<file path="src/rtl/ddr_deser_pkg.sv">
package ddr_deser_pkg;

    localparam int PIX_W_DEF  = 8;
    localparam int SYNC_DEF   = 2;
    localparam int SIDE_BITS  = 2;

    // Raw and synchronized view of the link-side inputs
    typedef struct packed {
        logic en;
        logic act;
        logic lclk;
        logic dat;
    } link_t;

    typedef enum logic {
        ASM_WAIT = 1'b0,
        ASM_RUN  = 1'b1
    } asm_state_t;

    function automatic int word_bits(input int data_w);
        return data_w + SIDE_BITS;
    endfunction

endpackage

</file>
<file path="src/rtl/ddr_link_sync.sv">
module ddr_link_sync
    import ddr_deser_pkg::*;
#(
    parameter int STAGES = SYNC_DEF
) (
    input  logic  clk_i,
    input  logic  rst_i,
    input  link_t raw_i,
    output link_t cur_o,
    output logic  rise_o,
    output logic  fall_o
);

    link_t chain_q [STAGES];
    logic  prev_clk_q;

    always_ff @(posedge clk_i) begin
        if (rst_i) begin
            for (int i = 0; i < STAGES; i++) chain_q[i] <= '0;
            prev_clk_q <= 1'b0;
        end else begin
            chain_q[0] <= raw_i;
            for (int i = 1; i < STAGES; i++) chain_q[i] <= chain_q[i-1];
            prev_clk_q <= chain_q[STAGES-1].lclk;
        end
    end

    assign cur_o  = chain_q[STAGES-1];
    assign rise_o = cur_o.lclk & ~prev_clk_q;
    assign fall_o = ~cur_o.lclk & prev_clk_q;

endmodule

</file>
<file path="src/rtl/ddr_bit_assembler.sv">
module ddr_bit_assembler
    import ddr_deser_pkg::*;
#(
    parameter int WORD_W = 10
) (
    input  logic              clk_i,
    input  logic              rst_i,
    input  logic              en_i,
    input  logic              act_i,
    input  logic              rise_i,
    input  logic              fall_i,
    input  logic              dat_i,
    output logic              word_valid_o,
    output logic [WORD_W-1:0] word_o,
    output logic              mid_o
);

    localparam int IDX_W = $clog2(WORD_W);
    localparam logic [IDX_W-1:0] LAST_IDX = IDX_W'(WORD_W - 1);
    localparam logic [IDX_W-1:0] MID_IDX  = IDX_W'(WORD_W / 2 - 1);

    asm_state_t        state_q;
    logic [IDX_W-1:0]  idx_q;
    logic [WORD_W-2:0] shreg_q;
    logic              any_edge;
    logic              live;

    assign any_edge     = rise_i | fall_i;
    assign live         = en_i & act_i & (state_q == ASM_RUN) & any_edge;
    assign word_valid_o = live & (idx_q == LAST_IDX);
    assign mid_o        = live & (idx_q == MID_IDX);
    assign word_o       = {dat_i, shreg_q};

    always_ff @(posedge clk_i) begin
        if (rst_i || !en_i || !act_i) begin
            state_q <= ASM_WAIT;
            idx_q   <= '0;
            shreg_q <= '0;
        end else begin
            case (state_q)
                ASM_WAIT: begin
                    if (rise_i) begin
                        shreg_q[0] <= dat_i;
                        idx_q      <= IDX_W'(1);
                        state_q    <= ASM_RUN;
                    end
                end
                ASM_RUN: begin
                    if (any_edge) begin
                        if (idx_q == LAST_IDX) begin
                            idx_q <= '0;
                        end else begin
                            shreg_q[idx_q] <= dat_i;
                            idx_q          <= idx_q + IDX_W'(1);
                        end
                    end
                end
                default: state_q <= ASM_WAIT;
            endcase
        end
    end

endmodule

</file>
<file path="src/rtl/ddr_word_out.sv">
module ddr_word_out
    import ddr_deser_pkg::*;
#(
    parameter int DATA_W = PIX_W_DEF
) (
    input  logic                        clk_i,
    input  logic                        rst_i,
    input  logic                        en_i,
    input  logic                        act_i,
    input  logic                        valid_i,
    input  logic [word_bits(DATA_W)-1:0] word_i,
    input  logic                        mid_i,
    output logic [DATA_W-1:0]           data_o,
    output logic                        vs_o,
    output logic                        hs_o,
    output logic                        pclk_o,
    output logic                        first_o
);

    logic armed_q;

    always_ff @(posedge clk_i) begin
        if (rst_i || !en_i) begin
            data_o  <= '0;
            vs_o    <= 1'b0;
            hs_o    <= 1'b0;
            pclk_o  <= 1'b0;
            first_o <= 1'b0;
            armed_q <= 1'b1;
        end else if (!act_i) begin
            pclk_o  <= 1'b0;
            first_o <= 1'b0;
            armed_q <= 1'b1;
        end else if (valid_i) begin
            data_o  <= word_i[DATA_W-1:0];
            vs_o    <= word_i[DATA_W];
            hs_o    <= word_i[DATA_W+1];
            pclk_o  <= 1'b1;
            first_o <= armed_q;
            armed_q <= 1'b0;
        end else if (mid_i) begin
            pclk_o  <= 1'b0;
        end
    end

endmodule

</file>
<file path="src/rtl/ddr_link_deser.sv">
module ddr_link_deser
    import ddr_deser_pkg::*;
#(
    parameter int DATA_W      = PIX_W_DEF,
    parameter int SYNC_STAGES = SYNC_DEF
) (
    input  logic              clk_i,
    input  logic              rst_i,
    input  logic              pwr_en_i,
    input  logic              link_act_i,
    input  logic              link_clk_i,
    input  logic              link_dat_i,
    output logic [DATA_W-1:0] pix_data_o,
    output logic              pix_vs_o,
    output logic              pix_hs_o,
    output logic              pix_clk_o,
    output logic              first_word_o
);

    localparam int WORD_W = word_bits(DATA_W);

    link_t             raw;
    link_t             cur;
    logic              rise, fall;
    logic              en_s, act_s;
    logic              word_valid;
    logic              mid;
    logic [WORD_W-1:0] word;

    assign raw = '{en: pwr_en_i, act: link_act_i, lclk: link_clk_i, dat: link_dat_i};
    assign en_s  = cur.en;
    assign act_s = cur.act;

    ddr_link_sync #(.STAGES(SYNC_STAGES)) u_sync (
        .clk_i  (clk_i),
        .rst_i  (rst_i),
        .raw_i  (raw),
        .cur_o  (cur),
        .rise_o (rise),
        .fall_o (fall)
    );

    ddr_bit_assembler #(.WORD_W(WORD_W)) u_asm (
        .clk_i        (clk_i),
        .rst_i        (rst_i),
        .en_i         (en_s),
        .act_i        (act_s),
        .rise_i       (rise),
        .fall_i       (fall),
        .dat_i        (cur.dat),
        .word_valid_o (word_valid),
        .word_o       (word),
        .mid_o        (mid)
    );

    ddr_word_out #(.DATA_W(DATA_W)) u_out (
        .clk_i   (clk_i),
        .rst_i   (rst_i),
        .en_i    (en_s),
        .act_i   (act_s),
        .valid_i (word_valid),
        .word_i  (word),
        .mid_i   (mid),
        .data_o  (pix_data_o),
        .vs_o    (pix_vs_o),
        .hs_o    (pix_hs_o),
        .pclk_o  (pix_clk_o),
        .first_o (first_word_o)
    );

endmodule

</file>
<file path="config.mk">
export PLATFORM = sky130hd
export DESIGN_NAME = ddr_link_deser
export DESIGN_NICKNAME = d
export VERILOG_FILES = /design/src/rtl/ddr_deser_pkg.sv /design/src/rtl/ddr_link_sync.sv /design/src/rtl/ddr_bit_assembler.sv /design/src/rtl/ddr_word_out.sv /design/src/rtl/ddr_link_deser.sv
export SDC_FILE = /design/constraint.sdc
export NUM_CORES = 1
export LEC_CHECK = 0
export BUFFER_PORTS_ARGS = -buffer_cell sky130_fd_sc_hd__buf_2
export CAP_MARGIN = 30
export CORE_ASPECT_RATIO = 1.5
export CORE_MARGIN = 2
export CORE_UTILIZATION = 45
export DETAILED_ROUTE_END_ITERATION = 12
export PLACE_DENSITY = 0.7
export SYNTH_ARGS = -nofsm -noshare
export SYNTH_HDL_FRONTEND = slang
export SYNTH_SLANG_ARGS = --single-unit
</file>
<file path="constraint.sdc">
create_clock -name clk_i -period 2.2 [get_ports clk_i]
set_input_delay 0.11 -clock clk_i [delete_from_list [all_inputs] [get_ports clk_i]]
set_output_delay 0.11 -clock clk_i [all_outputs]
set_load 0.005 [all_outputs]
</file>
== After elaboration in Yosys (flattened, before gate mapping) ==
Memories as Yosys holds them, arrays and structs flattened.
Cells that the tools add are included.
Storage, ports and cells
  bits in registers: 28
  latch bits: 0
  bits in writable memories: 8
  ROM bits: 0
  bits of input ports: 6
  output and inout bits: 12
  memories: 1
Memory list
  u_sync.chain_q: depth 2, bits a word 4, rd ports 2, clocked after Yosys merged registers in 0, write ports 2, line ddr_link_sync.sv:14  | link_t chain_q [STAGES];
Operators by class
  $add $sub $neg: 1
  $mul: 0
  divide/modulo/power cells: 0
  order comparisons: 2
  equality and inequality tests: 5
  shifts and indexed selects: 0
  mux-type cells: 20
  bitwise logic cells: 15
  reductions and logical operators: 11
Operators by type and width (number)
  $mux 4: 5
  $mux 1: 11
  $bwmux 9: 1
  $pmux 4 s2: 1
  $and 1x1->1: 7
  $reduce_and 3->1: 2
  $lt 4x5->1 const B: 1
  $not 1->1: 5
  $add 4x1->4 const B: 1
  $demux 1 s4: 1
  $eq 4x3->1 const B: 1
  $eq 4x4->1 const B: 1
  $ge 4x1->1 const B: 1
  $ne 2x2->1 const B: 2
  $reduce_and 2->1: 2
  $or 1x1->1: 3
  $logic_not 1->1: 2
  $logic_or 1x1->1: 2
  $ne 2x1->1 const B: 1
  $pmux 1 s2: 1
  $reduce_bool 2->1: 1
  $reduce_or 2->1: 1
  $logic_and 1x1->1: 1

== Longest topological paths before layout ==
  depth after elaboration: 8
  gate-level depth with buffers: 6
  mapped depth without buffers: 5

== By module ==
Synthesis repeated with hierarchy kept, for this count alone.
Unflattened totals
  cells, all modules: 159
  area, all modules: 1549.0 um2
By module, submodules not included
  ddr_bit_assembler: times used 1, cells each 79, area each 675.6 um2, sequential area each 280.3 um2
  ddr_word_out: times used 1, cells each 56, area each 594.3 um2, sequential area each 260.2 um2
  ddr_link_sync: times used 1, cells each 24, area each 279.0 um2, sequential area each 180.2 um2

== Worst setup path before layout ==
Ideal clock, no wire load.
  path type: flip-flop to flip-flop
  start: register u_sync.prev_clk_q, read port of u_sync.chain_q
  end: register u_asm.shreg_q[5]
  setup time: 123 ps
  data arrival time: 1499 ps
  path slack: 578 ps
  stages on the path, launching flop included: 6
  path buffers: 0
  period minus slack after synthesis: 1622 ps
  cells stage by stage: dfxtp_1 -> inv_1 -> ha_1 -> or3b_4 -> or3_1 -> mux2i_1
On the way
  longest elaborated chain between the ends: 4
  elaborated cells on any way between the ends: 5
  classes of those cells: bitwise (4); reduce/logical (1)
Ends and longest elaborated chain
  from (decl): line ddr_link_sync.sv:15  | logic prev_clk_q;
  $not 1->1: line ddr_link_sync.sv:29  | assign rise_o = cur_o.lclk & ~prev_clk_q;
  $and 1x1->1: line ddr_link_sync.sv:29
  $or 1x1->1 *: line ddr_bit_assembler.sv:28  | assign any_edge = rise_i | fall_i;
  $reduce_and 3->1 (no source line) *
  to (signal, indexed assignment): line ddr_bit_assembler.sv:53  | shreg_q[idx_q] <= dat_i;
  to (decl): line ddr_bit_assembler.sv:24  | logic [WORD_W-2:0] shreg_q;
Mark *: on every way between the ends. The rest lies on a longest branch, timed or not.
A chain may end at the register's enable or synchronous reset.

== Final worst setup path ==
Ends and elaborated chain as after synthesis.

==> flow_metrics.tcl <==
set metrics [dict create \
    relSlewSlack_pct 70.1 \
    wl_met1_um 1110 \
    cpPeakStageDelay_ns 0.41 \
    hold_buffers 0 \
    clk_path_buf_depth 2 \
    cp_top_family "simple AND/OR/NAND/NOR gates" \
    grt_pass1_vias 999 \
    maxCapViolations 0 \
    power_leakage_nw 0.701 \
    grt_pass1_wl_um 4300 \
    cp_data_arrival_time_ns 1.87 \
    worst_setup_path_start_kind "flop" \
    vias 1108 \
    netlist.top_cell.by_area "dfxtp_1" \
    tightest_slew_ns 0.447 \
    cts_num_sinks 36 \
    r2r-end "u_asm.shreg_q[5]$_SDFFE_PP0P_" \
    clk-insertion-delay-late_ns 0.28 \
    irDropWorstVdd_mv 0.413 \
    clk_pin_slew_worst_paths_ns 0.06 \
    syn-cell-area_mm2 0.00154 \
    start_util_pct 45.9 \
    antenna_found_initial 0 \
    ys_warn_count 0 \
    cp.required_ns 2.36 \
    hold_path.startpoint "link_act_i" \
    syn-instance-count 155 \
    routed-wl-met3_um 91 \
    utilization_pct 51.1 \
    preCtsSetupSlack_ns 0.507 \
    timing.final.ws_setup_ns 0.492 \
    ctsRootBufferMaster "clkbuf_8" \
    fin_crit_ns 1.71 \
    worstSetupEndpointType "flop" \
    finalClockSkew_ns 0.00321 \
    worstPathMaxFanout 7 \
    grt_max_degree 32 \
    wl_met2_um 1360 \
    hpwl_um 1880 \
    finalCritPeriodShare_pct 77.7 \
    ff2ff_path_depth 5 \
    yosys-top-cells-area "dfxtp_1 47%, nand3b_1 11%, mux2i_1 11%, nor2b_1 4.9%, nand2_1 2.2%" \
    path_cells "inv_1 > ha_1 > or3b_4 > or3_1 > mux2i_1" \
    synth_nets 162 \
    cp_num_buf_inv 1 \
    htree_levels 2 \
    final-hold-violation-count 0 \
    design.die.area_mm2 0.00391 \
    finalNetCount 177 \
    cts_tree "done" \
    drv_slew 0 \
    numPortBuffers 17 \
    fp.dieH_um 75.6 \
    ios 18 \
    yosysSeqAreaShare_pct 46.9 \
    place_congestion 0.809 \
    antenna_cells 0 \
    drive_gt1_share_pct 17.1 \
    viasPerCell 5.23 \
    grt_usage_pct 14.4 \
    dr.max_layer_used "met4" \
    ant_nets 0 \
    hold_path_end "u_sync.chain_q[0][2]$_SDFF_PP0_" \
    drt-initial-drc-count 17 \
    status "completed" \
    cts_buffers 5 \
    max_freq_mhz 585 \
    synth_cell_types 37 \
    synth-seq-cells 36 \
    syn_to_final_growth_pct 11.3 \
    core-area_mm2 0.00335 \
    crit_type "flop to flop" \
    avgRoutedWirePerCell_um 12.3 \
    rsz0062_at_grt "false" \
    power.density_mw_per_mm2 654 \
    dr.pass1.iters 4 \
    syn_avg_cell_area_um2 9.92 \
    cpMaxStageDelayCell "or3b_4" \
    ctsResizeCount 0 \
    netlist.area_leader.share_pct 46.9 \
    fin_total_pwr_mw 1.12 \
    routed_wirelength_um 2600 \
    die_x_um 51.7 \
    r2r_slack_ns 0.49 \
    fp-row-count 26 \
    hold_depth 2 \
    critical_path_depth 5 \
    overflow 0 \
    cts_setup_buffers 0 \
    drc 0 \
    r2r-start "u_sync.prev_clk_q$_SDFF_PP0_" \
    setup-tns-final_ns 0 \
    setup_viol 0 \
    min_path_type "input port to flop" \
]
==> kinds of logic after synthesis <==
group | share of synthesized area (%)
compound gates | 6.02
xor+xnor | 1.14
fa+ha+maj | 0.814
buf+inv | 4.39
flops | 46.9
mux | 11.1
simple gates | 29.7
==> flip-flops by register name, indices dropped and copies added (netlist names), 4 cells and up <==
name            count
u_asm.shreg_q       9
u_out.data_o        8
u_sync.chain_q      8
u_asm.idx_q         4
==> cells in the mapped netlist <==
cell type / count
a31oi_1: 1
buf_2: 3
nand3_1: 5
clkbuf_1: 6
dfxtp_1: 36
buf_4: 1
xor2_1: 1
ha_1: 1
nand3b_1: 23
and3_1: 1
a31o_2: 1
inv_1: 3
or3_1: 1
nor2b_1: 12
a211o_1: 1
nor3b_1: 3
or3b_4: 1
and2_1: 1
or4_1: 1
nor4_1: 1
a21oi_1: 6
o211ai_1: 1
or3_2: 1
o2bb2ai_1: 1
and3b_2: 1
o31ai_1: 2
xnor2_1: 1
nand4b_1: 1
nand2_1: 9
and3b_1: 1
nor3_1: 2
buf_6: 1
nand2b_1: 3
nand4_1: 2
mux2i_1: 17
nor2_1: 2
a21o_1: 1
==> worst reg2reg max path, stage by stage (launching register included) <==
cell	delay, ns
dfxtp_1	0.31
inv_1	0.04
ha_1	0.34
or3b_4	0.41
or3_1	0.37
mux2i_1	0.12
==> placed cells by master, fill, tap and decap left out, drive strengths merged, types with 2 or more instances in the layout <==
cell,Yosys,final
mux2i,17,17
nand4,2,2
o31ai,2,2
nand2,9,9
nand3b,23,23
a21oi,6,6
nand2b,3,3
inv,3,3
dfxtp,36,36
nand3,5,5
nor2,2,2
nor3,2,2
and3b,2,2
nor2b,12,12
nor3b,3,3
clkbuf,6,6
buf,5,19
or3,2,2
==> power breakdown <==
| part | switching (mW) | internal (mW) | total (mW) | leakage, nW |
|---|---|---|---|---|
| clock | 0.208 | 0.215 | 0.423 | 0.0410 |
| combinational | 0.0166 | 0.0175 | 0.0341 | 0.368 |
| sequential | 0.00397 | 0.659 | 0.663 | 0.292 |
==> metrics by stage <==
stage	instance area, um2	instances	hold slack [ns]
2_1_floorplan	1540	155	0.238
3_3_place_gp	1630	205	0.318
3_5_place_dp	1630	205	0.328
4_1_cts	1710	212	0.0369
5_1_grt	1710	212	0.0378
6_report	1710	212	0.0437
==> routing by layer <==
layer  global-route usage [%]  up-vias
li1                         -      570
met1                     15.1      511
met2                     27.1       23
met3                     4.12        4
met4                     5.26        0
met5                        0        -
==> worst max-delay path by stage <==
stage,end,slack (ns),from
2_1_floorplan,u_asm.shreg_q[5]$_SDFFE_PP0P_,0.58,u_sync.prev_clk_q$_SDFF_PP0_
3_3_place_gp,u_asm.shreg_q[5]$_SDFFE_PP0P_,0.53,u_sync.prev_clk_q$_SDFF_PP0_
3_5_place_dp,u_asm.shreg_q[5]$_SDFFE_PP0P_,0.51,u_sync.prev_clk_q$_SDFF_PP0_
4_1_cts,u_asm.shreg_q[5]$_SDFFE_PP0P_,0.49,u_sync.prev_clk_q$_SDFF_PP0_
5_1_grt,u_asm.shreg_q[5]$_SDFFE_PP0P_,0.40,u_sync.prev_clk_q$_SDFF_PP0_
6_report,u_asm.shreg_q[5]$_SDFFE_PP0P_,0.49,u_sync.prev_clk_q$_SDFF_PP0_
==> area by class of cell <==
cell class | count | area (um2)
well taps | 42 | 52.6
clock inverters | 1 | 5.00
fillers | 291 | 1640
inverters | 3 | 11.3
clock buffers | 6 | 72.6
repair buffers | 19 | 100
flip-flops and latches | 36 | 721
multi-input cells | 105 | 749
(Power assumes the default switching activity.)
